--- src/rtl/irqf_pkg.sv ---
package irqf_pkg;

    localparam int NUM_LEVELS = 7;
    localparam int LVL_W      = 3;
    localparam int SEL_W      = 2;
    localparam int VEC_W      = 8;
    localparam int SEL_BASE   = 3;

    typedef enum logic {
        MODE_AUTO   = 1'b0,
        MODE_VECTOR = 1'b1
    } ack_mode_e;

    typedef enum logic [1:0] {
        RSP_IDLE    = 2'd0,
        RSP_DRIVE   = 2'd1,
        RSP_HOLDOFF = 2'd2
    } rsp_state_e;

    // Bus view after synchronization, polarity made active high
    typedef struct packed {
        logic             iack;
        logic             berr;
        logic [LVL_W-1:0] lvl;
    } bus_view_t;

    typedef struct packed {
        logic             drive;
        logic [VEC_W-1:0] data;
    } vec_drive_t;

    function automatic logic [LVL_W-1:0] sel_to_level(input logic [SEL_W-1:0] sel);
        return LVL_W'(SEL_BASE) + LVL_W'(sel);
    endfunction

    function automatic logic [NUM_LEVELS-1:0] level_line(input logic [LVL_W-1:0] lvl);
        logic [NUM_LEVELS-1:0] v;
        v = '0;
        for (int i = 0; i < NUM_LEVELS; i++) begin
            if (lvl == LVL_W'(i + 1)) v[i] = 1'b1;
        end
        return v;
    endfunction

endpackage

--- src/rtl/irqf_sync.sv ---
module irqf_sync #(
    parameter int              WIDTH   = 1,
    parameter logic [WIDTH-1:0] RST_VAL = '0
) (
    input  logic             clk,
    input  logic             rst,
    input  logic [WIDTH-1:0] d,
    output logic [WIDTH-1:0] q
);
    logic [WIDTH-1:0] meta;

    always_ff @(posedge clk) begin
        if (rst) begin
            meta <= RST_VAL;
            q    <= RST_VAL;
        end else begin
            meta <= d;
            q    <= meta;
        end
    end
endmodule

--- src/rtl/irqf_request.sv ---
module irqf_request
    import irqf_pkg::*;
(
    input  logic                  clk,
    input  logic                  rst,
    input  logic                  raise,
    input  logic                  clear,
    input  logic [SEL_W-1:0]      sel,
    output logic                  pending,
    output logic [LVL_W-1:0]      my_level,
    output logic [NUM_LEVELS-1:0] line_oe
);
    always_ff @(posedge clk) begin
        if (rst)        pending <= 1'b0;
        else if (clear) pending <= 1'b0;
        else if (raise) pending <= 1'b1;
    end

    assign my_level = sel_to_level(sel);

    // Pull-low enable only; the line itself is never driven high
    always_comb begin
        line_oe = '0;
        if (pending) line_oe = level_line(my_level);
    end

    AST_LINE_ONEHOT: assert property (@(posedge clk) disable iff (rst)
        $onehot0(line_oe));
    AST_LINE_RANGE: assert property (@(posedge clk) disable iff (rst)
        !line_oe[0] && !line_oe[1] && !line_oe[NUM_LEVELS-1]);
    AST_CLEAR_WINS: assert property (@(posedge clk) disable iff (rst)
        clear |=> !pending);
    AST_RAISE_SETS: assert property (@(posedge clk) disable iff (rst)
        (raise && !clear) |=> pending);
endmodule

--- src/rtl/irqf_responder.sv ---
module irqf_responder
    import irqf_pkg::*;
(
    input  logic             clk,
    input  logic             rst,
    input  bus_view_t        bus,
    input  logic             pending,
    input  logic [LVL_W-1:0] my_level,
    input  ack_mode_e        mode,
    input  logic [VEC_W-1:0] vec,
    output vec_drive_t       drv
);
    rsp_state_e state, state_nx;
    logic       hit;

    assign hit = bus.iack && !bus.berr && pending &&
                 (mode == MODE_VECTOR) && (bus.lvl == my_level);

    always_comb begin
        state_nx = state;
        unique case (state)
            RSP_IDLE:    if (hit) state_nx = RSP_DRIVE;
            RSP_DRIVE: begin
                if (!bus.iack)     state_nx = RSP_IDLE;
                else if (bus.berr) state_nx = RSP_HOLDOFF;
            end
            RSP_HOLDOFF: if (!bus.iack) state_nx = RSP_IDLE;
            default:     state_nx = RSP_IDLE;
        endcase
    end

    always_ff @(posedge clk) begin
        if (rst) state <= RSP_IDLE;
        else     state <= state_nx;
    end

    // Bus error gates the drivers off in the cycle it is seen
    always_comb begin
        drv.drive = (state == RSP_DRIVE) && !bus.berr;
        drv.data  = drv.drive ? vec : '0;
    end

    AST_AUTO_QUIET: assert property (@(posedge clk) disable iff (rst)
        (state == RSP_IDLE && mode == MODE_AUTO) |=> state != RSP_DRIVE);
    AST_NEEDS_PENDING: assert property (@(posedge clk) disable iff (rst)
        (state == RSP_IDLE && !pending) |=> state != RSP_DRIVE);
    AST_RELEASE: assert property (@(posedge clk) disable iff (rst)
        (state == RSP_DRIVE && !bus.iack) |=> state == RSP_IDLE);
    AST_BERR_ABORT: assert property (@(posedge clk) disable iff (rst)
        bus.berr |=> state != RSP_DRIVE);
    AST_HOLDOFF_KEEP: assert property (@(posedge clk) disable iff (rst)
        (state == RSP_HOLDOFF && bus.iack) |=> state == RSP_HOLDOFF);
endmodule

--- src/rtl/irqf_top.sv ---
module irqf_top
    import irqf_pkg::*;
(
    input  logic                  clk,
    input  logic                  rst,
    input  logic                  dev_raise,
    input  logic                  dev_clear,
    input  logic [SEL_W-1:0]      lvl_sel,
    input  logic                  vec_mode,
    input  logic [VEC_W-1:0]      vec_val,
    input  logic                  iack_n,
    input  logic [LVL_W-1:0]      ack_lvl,
    input  logic                  berr_n,
    output logic [NUM_LEVELS-1:0] irq_oe,
    output logic [VEC_W-1:0]      data_o,
    output logic                  data_oe,
    output logic                  vecp_oe,
    output logic                  dtack_oe
);
    localparam int                  SYNC_W   = LVL_W + 2;
    localparam logic [SYNC_W-1:0]   SYNC_RST = {2'b11, {LVL_W{1'b0}}};

    logic [SYNC_W-1:0] sync_q;
    bus_view_t         bus;
    logic              pending;
    logic [LVL_W-1:0]  my_level;
    vec_drive_t        drv;

    irqf_sync #(.WIDTH(SYNC_W), .RST_VAL(SYNC_RST)) u_sync (
        .clk (clk),
        .rst (rst),
        .d   ({iack_n, berr_n, ack_lvl}),
        .q   (sync_q)
    );

    always_comb begin
        bus.iack = ~sync_q[SYNC_W-1];
        bus.berr = ~sync_q[SYNC_W-2];
        bus.lvl  = sync_q[LVL_W-1:0];
    end

    irqf_request u_req (
        .clk      (clk),
        .rst      (rst),
        .raise    (dev_raise),
        .clear    (dev_clear),
        .sel      (lvl_sel),
        .pending  (pending),
        .my_level (my_level),
        .line_oe  (irq_oe)
    );

    irqf_responder u_rsp (
        .clk      (clk),
        .rst      (rst),
        .bus      (bus),
        .pending  (pending),
        .my_level (my_level),
        .mode     (ack_mode_e'(vec_mode)),
        .vec      (vec_val),
        .drv      (drv)
    );

    assign data_o   = drv.data;
    assign data_oe  = drv.drive;
    assign vecp_oe  = drv.drive;
    assign dtack_oe = drv.drive;

    AST_DATA_ZERO: assert property (@(posedge clk) disable iff (rst)
        !data_oe |-> data_o == '0);
    AST_ENABLES_TOGETHER: assert property (@(posedge clk) disable iff (rst)
        (data_oe == vecp_oe) && (vecp_oe == dtack_oe));
    AST_RESET_QUIET: assert property (@(posedge clk)
        $past(rst) |-> (irq_oe == '0 && !dtack_oe));
endmodule

--- config.mk ---
export PLATFORM = sky130hd
export DESIGN_NAME = irqf_top
export DESIGN_NICKNAME = d
export VERILOG_FILES = /design/src/rtl/irqf_pkg.sv /design/src/rtl/irqf_sync.sv /design/src/rtl/irqf_request.sv /design/src/rtl/irqf_responder.sv /design/src/rtl/irqf_top.sv
export SDC_FILE = /design/constraint.sdc
export NUM_CORES = 1
export LEC_CHECK = 0
export BUFFER_PORTS_ARGS = -buffer_cell sky130_fd_sc_hd__buf_4
export CORE_MARGIN = 2
export CORE_UTILIZATION = 44
export CTS_BUF_LIST = sky130_fd_sc_hd__clkbuf_8 sky130_fd_sc_hd__clkbuf_16
export DETAILED_ROUTE_END_ITERATION = 16
export PLACE_DENSITY = 0.91
export SLEW_MARGIN = 10
export SYNTH_ARGS = -nofsm -noshare
export SYNTH_HDL_FRONTEND = slang
export SYNTH_SLANG_ARGS = --single-unit
--- constraint.sdc ---
create_clock -name clk -period 1.65 [get_ports clk]
set_input_delay 0.0825 -clock clk [delete_from_list [all_inputs] [get_ports clk]]
set_output_delay 0.0825 -clock clk [all_outputs]
set_load 0.005 [all_outputs]
==> results of run 1 <==
[metrics by stage]
step                      power, mW  hold WS (ns)  setup slack [ns]
after floorplan               0.368         0.154             0.670
after global placement        0.411         0.249             0.505
after detailed placement      0.416         0.252             0.444
after CTS                     0.679       0.00561             0.341
after global routing          0.710       0.00447             0.259
final                         0.669       0.00634             0.352
[synthesized netlist by cell type, drive strengths merged]
cell,count
or2,4
o21a,1
and2,12
and2b,1
and3,2
nor3,2
dfxtp,13
xnor2,3
nor4b,1
mux2i,1
nand2,1
nor2b,6
and3b,1
clkbuf,1
nor4,1
inv,2
ha,7
nor2,2
buf,3
[report_power, final]
| group | internal (mW) | switching (mW) |
|---|---|---|
| registers | 0.327 | 0.00516 |
| clock network | 0.163 | 0.0978 |
| logic | 0.0501 | 0.0262 |
| total | 0.540 | 0.129 |
[sequential cells by signal, indices dropped and copies added (netlist names)]
name and cells:
u_sync.q 5, u_rsp.state 2, u_sync.meta 5, u_req.pending 1
[routing by layer]
metal	up-vias	part of all wire
met4	0	0
met5	-	0
met2	31	0.53
met1	228	0.33
met3	0	0.14
li1	271	-
[cells in the final DEF, fill, tap and decap left out]
master / Yosys / layout
nor3_1: 2 / 2
nor4_1: 1 / 1
dfxtp_1: 13 / 13
nor4b_1: 1 / 1
buf_4: 2 / 37
inv_1: 2 / 3
clkbuf_8: 0 / 3
and3_2: 2 / 2
and3b_1: 1 / 1
nand2_1: 1 / 1
nor2b_1: 6 / 6
xnor2_1: 3 / 3
and2b_2: 1 / 1
o21a_1: 1 / 1
or2_2: 4 / 4
and2_1: 12 / 12
nor2_1: 2 / 2
mux2i_1: 1 / 1
ha_1: 7 / 7
[path summary, 6_finish.rpt]
kind	cells past startpoint	start	slack [ns]	to
hold reg to reg	1	u_sync.meta[3]	0.41	u_sync.q[3]
setup / recovery	3	u_rsp.state[1]	0.35	data_o[3]
setup reg to reg	3	u_req.pending	0.75	u_rsp.state[0]
hold / removal	2	dev_clear	0.006	u_req.pending
[kinds of logic (layout without fill, tap and decap cells)]
family,Yosys count,after routing,synth area share
and+or+nand+nor,33,33,0.328
DFF,13,13,0.414
buffers and inverters,6,43,0.0497
AOI/OAI and AO/OA,1,1,0.0119
adders and majority gates,7,7,0.139
muxes,1,1,0.0159
xor gates and xnor gates,3,3,0.0418
[area by class of cell]
| class | instances | share of cell area |
|---|---|---|
| repair buffers | 37 | 0.293 |
| clock buffers | 3 | 0.0436 |
| inverters | 2 | 0.00793 |
| clock inverters | 1 | 0.00396 |
| well taps | 15 | 0.0198 |
| flip-flops and latches | 13 | 0.275 |
| multi-input cells | 45 | 0.357 |
==> impl_metrics.ini, run 1 <==
[clocking]
cts_tree = yes
cts_sinks = 13
cts_hold_buf = 0
cts_setup_buffers = 0
max-clock-path-buffers = 2
cts_inserted_buffers = 3
ctsResizeCount = 0
clkTransAtPathRegs_ns = 0.05
htreeDepth = 1
clk-insertion-delay-late_ns = 0.23
cts_root_buffer = clkbuf_8

[sta]
finalMaxSlewViolations = 0
fin_skew_ns = 0.000519
fin_setup_tns_ns = 0
hold_viol_final = 0
timing.final.crit_share = 0.787
rsz0062_at_grt = false
fmax_ghz = 0.770
min_period_ns = 1.30
worst_slew_pin_slew_ns = 0.248
setup_violations = 0
slew-limit-headroom = 0.832

[drt]
drc = 0
routedWlPerCell_um = 10.9
routed_wl_mm = 1.26
dr.pass1.iters = 2
vias_per_cell = 4.57
vias = 530
drt_iter0_drc = 2
ant_nets = 0

[yosys]
synth_top_area_frac = 0.414
avgSynthCellArea_um2 = 9.83
synth_area_leaders = dfxtp_1 41%, ha_1 14%, and2_1 12%
synth_seq_cells = 13
syn_inst = 64
ys_seq_area_frac = 0.414
synth.largest_area_cell = dfxtp_1
synth_cell_type_count = 20
synth.net_count = 91
synth_area_um2 = 629
yosysWarnings = 0

[floorplanning]
initial_core_util = 0.478
coreArea_um2 = 1320
dieHeight_um = 41.8
design.die.area_um2 = 1750
row_count = 13
ios = 38
die_w_um = 41.8

[placed_design]
dp.cells = 112
post_dp_cell_area_um2 = 902
io_buffers = 37
gp_congestion = 0.626

[cells_and_area]
fin_util = 0.719
antenna_cells = 0
drive_gt1_frac = 0.465
final-seq-area_um2 = 260
fin_nets = 129
stdcell_area_um2 = 947
fin_cells = 116
area_growth_pct = 50.5
fillers = 105
multiInputGateArea_um2 = 338

[global_route]
gr-total-overflow = 0
grt_pass1_vias = 520
track_usage = 0.161
grt_use_met1 = 0.163
antenna_found_initial = 0
use_met3 = 0.0652
grt_max_degree = 14
busiest_layer = met2
grt_util_met2 = 0.313
grt_first_pass_wirelength_mm = 2.23

[worst_setup_path]
start_kind = flip-flop
critPathMaxFanout = 11
path_cells = and3b_1 > and2_1 > buf_4
slowest_stage = and3b_1
crit_required_ns = 1.57
max_stage_delay_ns = 0.36
worstSetupPathType = flip-flop to primary output
crit_path_end_kind = primary output
critical-path-top-delay-family = simple AND/OR/NAND/NOR gates
critPathBufInv = 1
critPathArrivalTime_ns = 1.22

[worst_hold_path]
hold_path.class = primary input to flip-flop

[power_and_ir_drop]
irDropWorstVdd_uv = 757
power_density_nw_per_um2 = 707
leakagePower_nw = 0.486

[run]
maxCapViolCount = 0

[status]
status = completed
No activity file was read; power rests on OpenSTA's default activity.
==> run 2: changes to the inputs <==
--- a/config.mk
+++ b/config.mk
@@ -7,10 +7,10 @@
 export LEC_CHECK = 0
 export BUFFER_PORTS_ARGS = -buffer_cell sky130_fd_sc_hd__buf_4
 export CORE_MARGIN = 2
-export CORE_UTILIZATION = 44
+export CORE_UTILIZATION = 41
 export CTS_BUF_LIST = sky130_fd_sc_hd__clkbuf_8 sky130_fd_sc_hd__clkbuf_16
 export DETAILED_ROUTE_END_ITERATION = 16
-export PLACE_DENSITY = 0.91
+export PLACE_DENSITY = 0.87
 export SLEW_MARGIN = 10
 export SYNTH_ARGS = -nofsm -noshare
 export SYNTH_HDL_FRONTEND = slang
==> constraint.sdc (replaced) <==
create_clock -name clk -period 1.4 [get_ports clk]
set_input_delay 0.07 -clock clk [delete_from_list [all_inputs] [get_ports clk]]
set_output_delay 0.07 -clock clk [all_outputs]
set_load 0.005 [all_outputs]
==> impl_metrics.ini, run 2 (synthesis results as in run 1) <==
[status]
status = completed

[placed_design]
io_buffers = 37
gp_congestion = 0.667

[cells_and_area]
antenna_cells = 0
reg_top3 = u_sync.meta x5, u_sync.q x5, u_rsp.state x2
fin_nets = 130
fillers = 122
area_growth_pct = 52.3
mostFrequentLayoutCells = 37 x buf_4, 13 x dfxtp_1, 12 x and2_1
layout_commonest_cell = buf_4
multiInputGateArea_um2 = 338
drive_gt1_frac = 0.461
final-seq-area_um2 = 260

[sta]
hold-worst-slack_ns = 0.0136
min_period_ns = 1.29
fin_setup_tns_ns = 0
slew-limit-headroom = 0.805
worst_slew_pin_slew_ns = 0.289
timing.final.crit_share = 0.924
hold_viol_final = 0
setup_violations = 0
rsz0062_at_grt = false
finalMaxSlewViolations = 0
fmax_ghz = 0.773
fin_skew_ns = 0.00120

[drt]
drt_iter0_drc = 0
drc = 0
vias_per_cell = 4.69
ant_nets = 0
routed_wl_mm = 1.31
dr.pass1.iters = 1
vias = 554
routedWlPerCell_um = 11.1

[clocking]
cts_sinks = 13
ctsResizeCount = 0
max-clock-path-buffers = 2
cts_root_buffer = clkbuf_8
clk-insertion-delay-late_ns = 0.24
cts_hold_buf = 1
htreeDepth = 1
cts_tree = yes
cts_inserted_buffers = 3
cts_setup_buffers = 0
clkTransAtPathRegs_ns = 0.05

[power_and_ir_drop]
irDropWorstVdd_uv = 737
power_density_nw_per_um2 = 834
leakagePower_nw = 0.490

[global_route]
gr-total-overflow = 0
track_usage = 0.166
grt_max_degree = 14
grt_first_pass_wirelength_mm = 2.15
antenna_found_initial = 0
grt_pass1_vias = 536

[worst_setup_path]
rr_worst_depth = 3
ff2ff_setup_slack_ns = 0.48
reg2reg_to = u_rsp.state[0]
critical-path-top-delay-family = simple AND/OR/NAND/NOR gates
start_kind = flip-flop
rr_startpoint = u_req.pending
worstSetupPathType = flip-flop to primary output
crit_path_end_kind = primary output
critPathMaxFanout = 11
path_cells = and3b_1 > and2_1 > buf_4
max_stage_delay_ns = 0.37
critPathArrivalTime_ns = 1.22
critPathBufInv = 1
slowest_stage = and3b_1
crit_required_ns = 1.33

[floorplanning]
ios = 38
coreArea_um2 = 1470
row_count = 14
design.die.area_um2 = 1860
initial_core_util = 0.428
die_w_um = 43.2
dieHeight_um = 43.2

[worst_hold_path]
min_to = u_sync.meta[3]
hold_start = berr_n
hold_path.class = primary input to flip-flop
hold_depth = 2

[run]
maxCapViolCount = 0
run 2: power by group:
part	leakage, nW	switching, mW	total, mW	internal, mW
registers	0.107	0.00627	0.392	0.385
logic	0.356	0.0317	0.0922	0.0605
clock network	0.0269	0.122	0.315	0.193
total	0.490	0.160	0.799	0.639
run 2: how the worst max path moves through the flow:
| stage | from | end | slack [ns] | cells past startpoint |
|---|---|---|---|---|
| floorplan | lvl_sel[0] | u_rsp.state[0] | 0.43 | 5 |
| global placement | lvl_sel[0] | u_rsp.state[0] | 0.27 | 6 |
| detailed placement | lvl_sel[0] | u_rsp.state[0] | 0.18 | 6 |
| CTS | u_rsp.state[0] | data_o[7] | 0.08 | 3 |
| global route | u_rsp.state[0] | data_o[0] | 0.002 | 3 |
| finish | u_rsp.state[1] | data_o[7] | 0.11 | 3 |
run 2: cell type report:
class                      instances  area share
tap                               16      0.0209
clock inverter                     1     0.00392
sequential                        13       0.272
inverter                           2     0.00783
multi-input combinational         45       0.352
timing repair buffer              38       0.300
clock buffer                       3      0.0431
run 2: routing by layer:
metal  track usage  wire length [um]  vias to the layer above
li1              -                 -                      275
met1         0.135               398                      242
met2         0.313               694                       32
met3        0.0553               166                        5
met4         0.127                45                        0
met5             0                 0                        -
run 2: stage by stage:
step | instances | setup WS (ns) | util | total power [mW] | area [um2]
6_report | 118 | 0.107 | 0.651 | 0.799 | 958
5_1_grt | 118 | 0.00230 | 0.651 | 0.846 | 958
4_1_cts | 118 | 0.0826 | 0.651 | 0.809 | 958
3_5_place_dp | 113 | 0.176 | 0.614 | 0.491 | 903
3_3_place_gp | 113 | 0.268 | 0.614 | 0.485 | 903
2_1_floorplan | 64 | 0.432 | - | 0.433 | 629
==> run 3: changes to the inputs <==
==> constraint.sdc (replaced) <==
create_clock -name clk -period 1.4 [get_ports clk]
set_input_delay 0.28 -clock clk [delete_from_list [all_inputs] [get_ports clk]]
set_output_delay 0.28 -clock clk [all_outputs]
set_load 0.005 [all_outputs]
==> impl_metrics.ini, run 3 (synthesis results as in run 1) <==
[drt]
maxUsedRoutingLayer = met4
routed_wl_mm = 1.38
dr_wl_met3_um = 152
routedWlPerCell_um = 11.4
wl_met2_um = 740
drt_iter0_drc = 0
vias_per_cell = 4.50
dr.pass1.iters = 1
met1_length_um = 472
drc = 0
ant_nets = 0
vias = 544

[floorplanning]
coreArea_um2 = 1470
die_w_um = 43.2
initial_core_util = 0.428
row_count = 14
design.die.area_um2 = 1860
dieHeight_um = 43.2
ios = 38

[run]
maxCapViolCount = 0

[worst_setup_path]
start_kind = primary input
crit_required_ns = 1.12
critPathMaxFanout = 5
reg2reg_to = u_rsp.state[0]
rr_startpoint = u_rsp.state[1]
rr_worst_depth = 3
ff2ff_setup_slack_ns = 0.44
crit_path_end_kind = primary output
worstSetupPathType = primary input to primary output
critPathArrivalTime_ns = 1.08

[cells_and_area]
layout_commonest_cell = buf_4
antenna_cells = 0
multiInputGateArea_um2 = 367
reg_top3 = u_sync.meta x5, u_sync.q x5, u_rsp.state x2
area_growth_pct = 60.2
final-seq-area_um2 = 265
mostFrequentLayoutCells = 39 x buf_4, 9 x dfxtp_1
fillers = 122
fin_nets = 133
drive_gt1_frac = 0.619

[sta]
hold_viol_final = 0
rsz0062_at_grt = true
fin_skew_ns = 0.00192
setup_violations = 0
worst_slew_pin_slew_ns = 0.265
finalMaxSlewViolations = 0
hold-worst-slack_ns = 0.201
fmax_ghz = 0.735
slew-limit-headroom = 0.822
timing.final.crit_share = 0.971
min_period_ns = 1.36

[power_and_ir_drop]
irDropWorstVdd_uv = 705
fin_total_pwr_mw = 0.792
power_density_nw_per_um2 = 786
leakagePower_nw = 0.513

[worst_hold_path]
hold_path.class = primary input to flip-flop
min_to = u_req.pending
hold_start = dev_clear
hold_depth = 2

[clocking]
cts_sinks = 13
clkTransAtPathRegs_ns = 0.05
clk-insertion-delay-late_ns = 0.23
cts_root_buffer = clkbuf_8
cts_inserted_buffers = 3
max-clock-path-buffers = 2
htreeDepth = 1
cts_tree = yes

[global_route]
gr-total-overflow = 0
grt_pass1_vias = 558
track_usage = 0.172
grt_max_degree = 14
antenna_found_initial = 0
grt_first_pass_wirelength_mm = 2.30

[placed_design]
gp_congestion = 0.661
io_buffers = 37

[status]
status = completed
## run 3: how the worst max path moves through the flow
stage	start	end	slack (ns)	cells past startpoint
floorplan	lvl_sel[0]	u_rsp.state[0]	0.22	5
global placement	lvl_sel[0]	irq_oe[6]	0.04	5
detailed placement	lvl_sel[0]	irq_oe[6]	-0.01	5
CTS	u_rsp.state[1]	data_o[0]	-0.002	3
global route	u_rsp.state[1]	data_o[5]	-0.007	3
finish	lvl_sel[1]	irq_oe[6]	0.04	6
## run 3: where the power goes
group | switching (mW) | total [mW] | internal (mW)
clock network | 0.113 | 0.304 | 0.192
registers | 0.00658 | 0.393 | 0.386
logic | 0.0335 | 0.0951 | 0.0615
## run 3: worst max-delay path, stage by stage
cell and delay [ns]:
buf_4 0.12, inv_2 0.06, ha_1 0.17, and2_4 0.15
and2b_2 0.18, buf_4 0.13
## run 3: cell type report
cell class,instances,share of cell area
Clock inverter,1,0.00372
Timing Repair Buffer,40,0.301
Sequential cell,13,0.263
Multi-Input combinational cell,46,0.364
Inverter,2,0.00744
Clock buffer,3,0.0409
Tap cell,16,0.0199
## run 3: routing by layer
metal,global-route usage,vias up
li1,-,282
met1,0.156,231
met2,0.325,29
met3,0.0596,2
met4,0.0909,0
met5,0,-
## run 3: timing repair
item                       CTS  global route
gates cloned                 1             0
pin swaps                    0             7
gates resized for setup      4            12
setup buffers                1             1
hold buffers                 0             0
setup endpoints to repair    9            11
hold endpoints to repair     0             0
## run 3: per-stage QoR
| stage | setup TNS (ns) | cell area (um2) | std cells | setup WS, ns | utilization |
|---|---|---|---|---|---|
| 6_report | 0 | 1010 | 121 | 0.0400 | 0.685 |
| 5_1_grt | -0.0171 | 1010 | 121 | -0.00728 | 0.685 |
| 4_1_cts | -0.00227 | 980 | 120 | -0.00227 | 0.666 |
| 3_5_place_dp | -0.0254 | 911 | 114 | -0.0135 | 0.619 |
| 3_3_place_gp | 0 | 911 | 114 | 0.0403 | 0.619 |
| 2_1_floorplan | 0 | 629 | 64 | 0.222 | - |
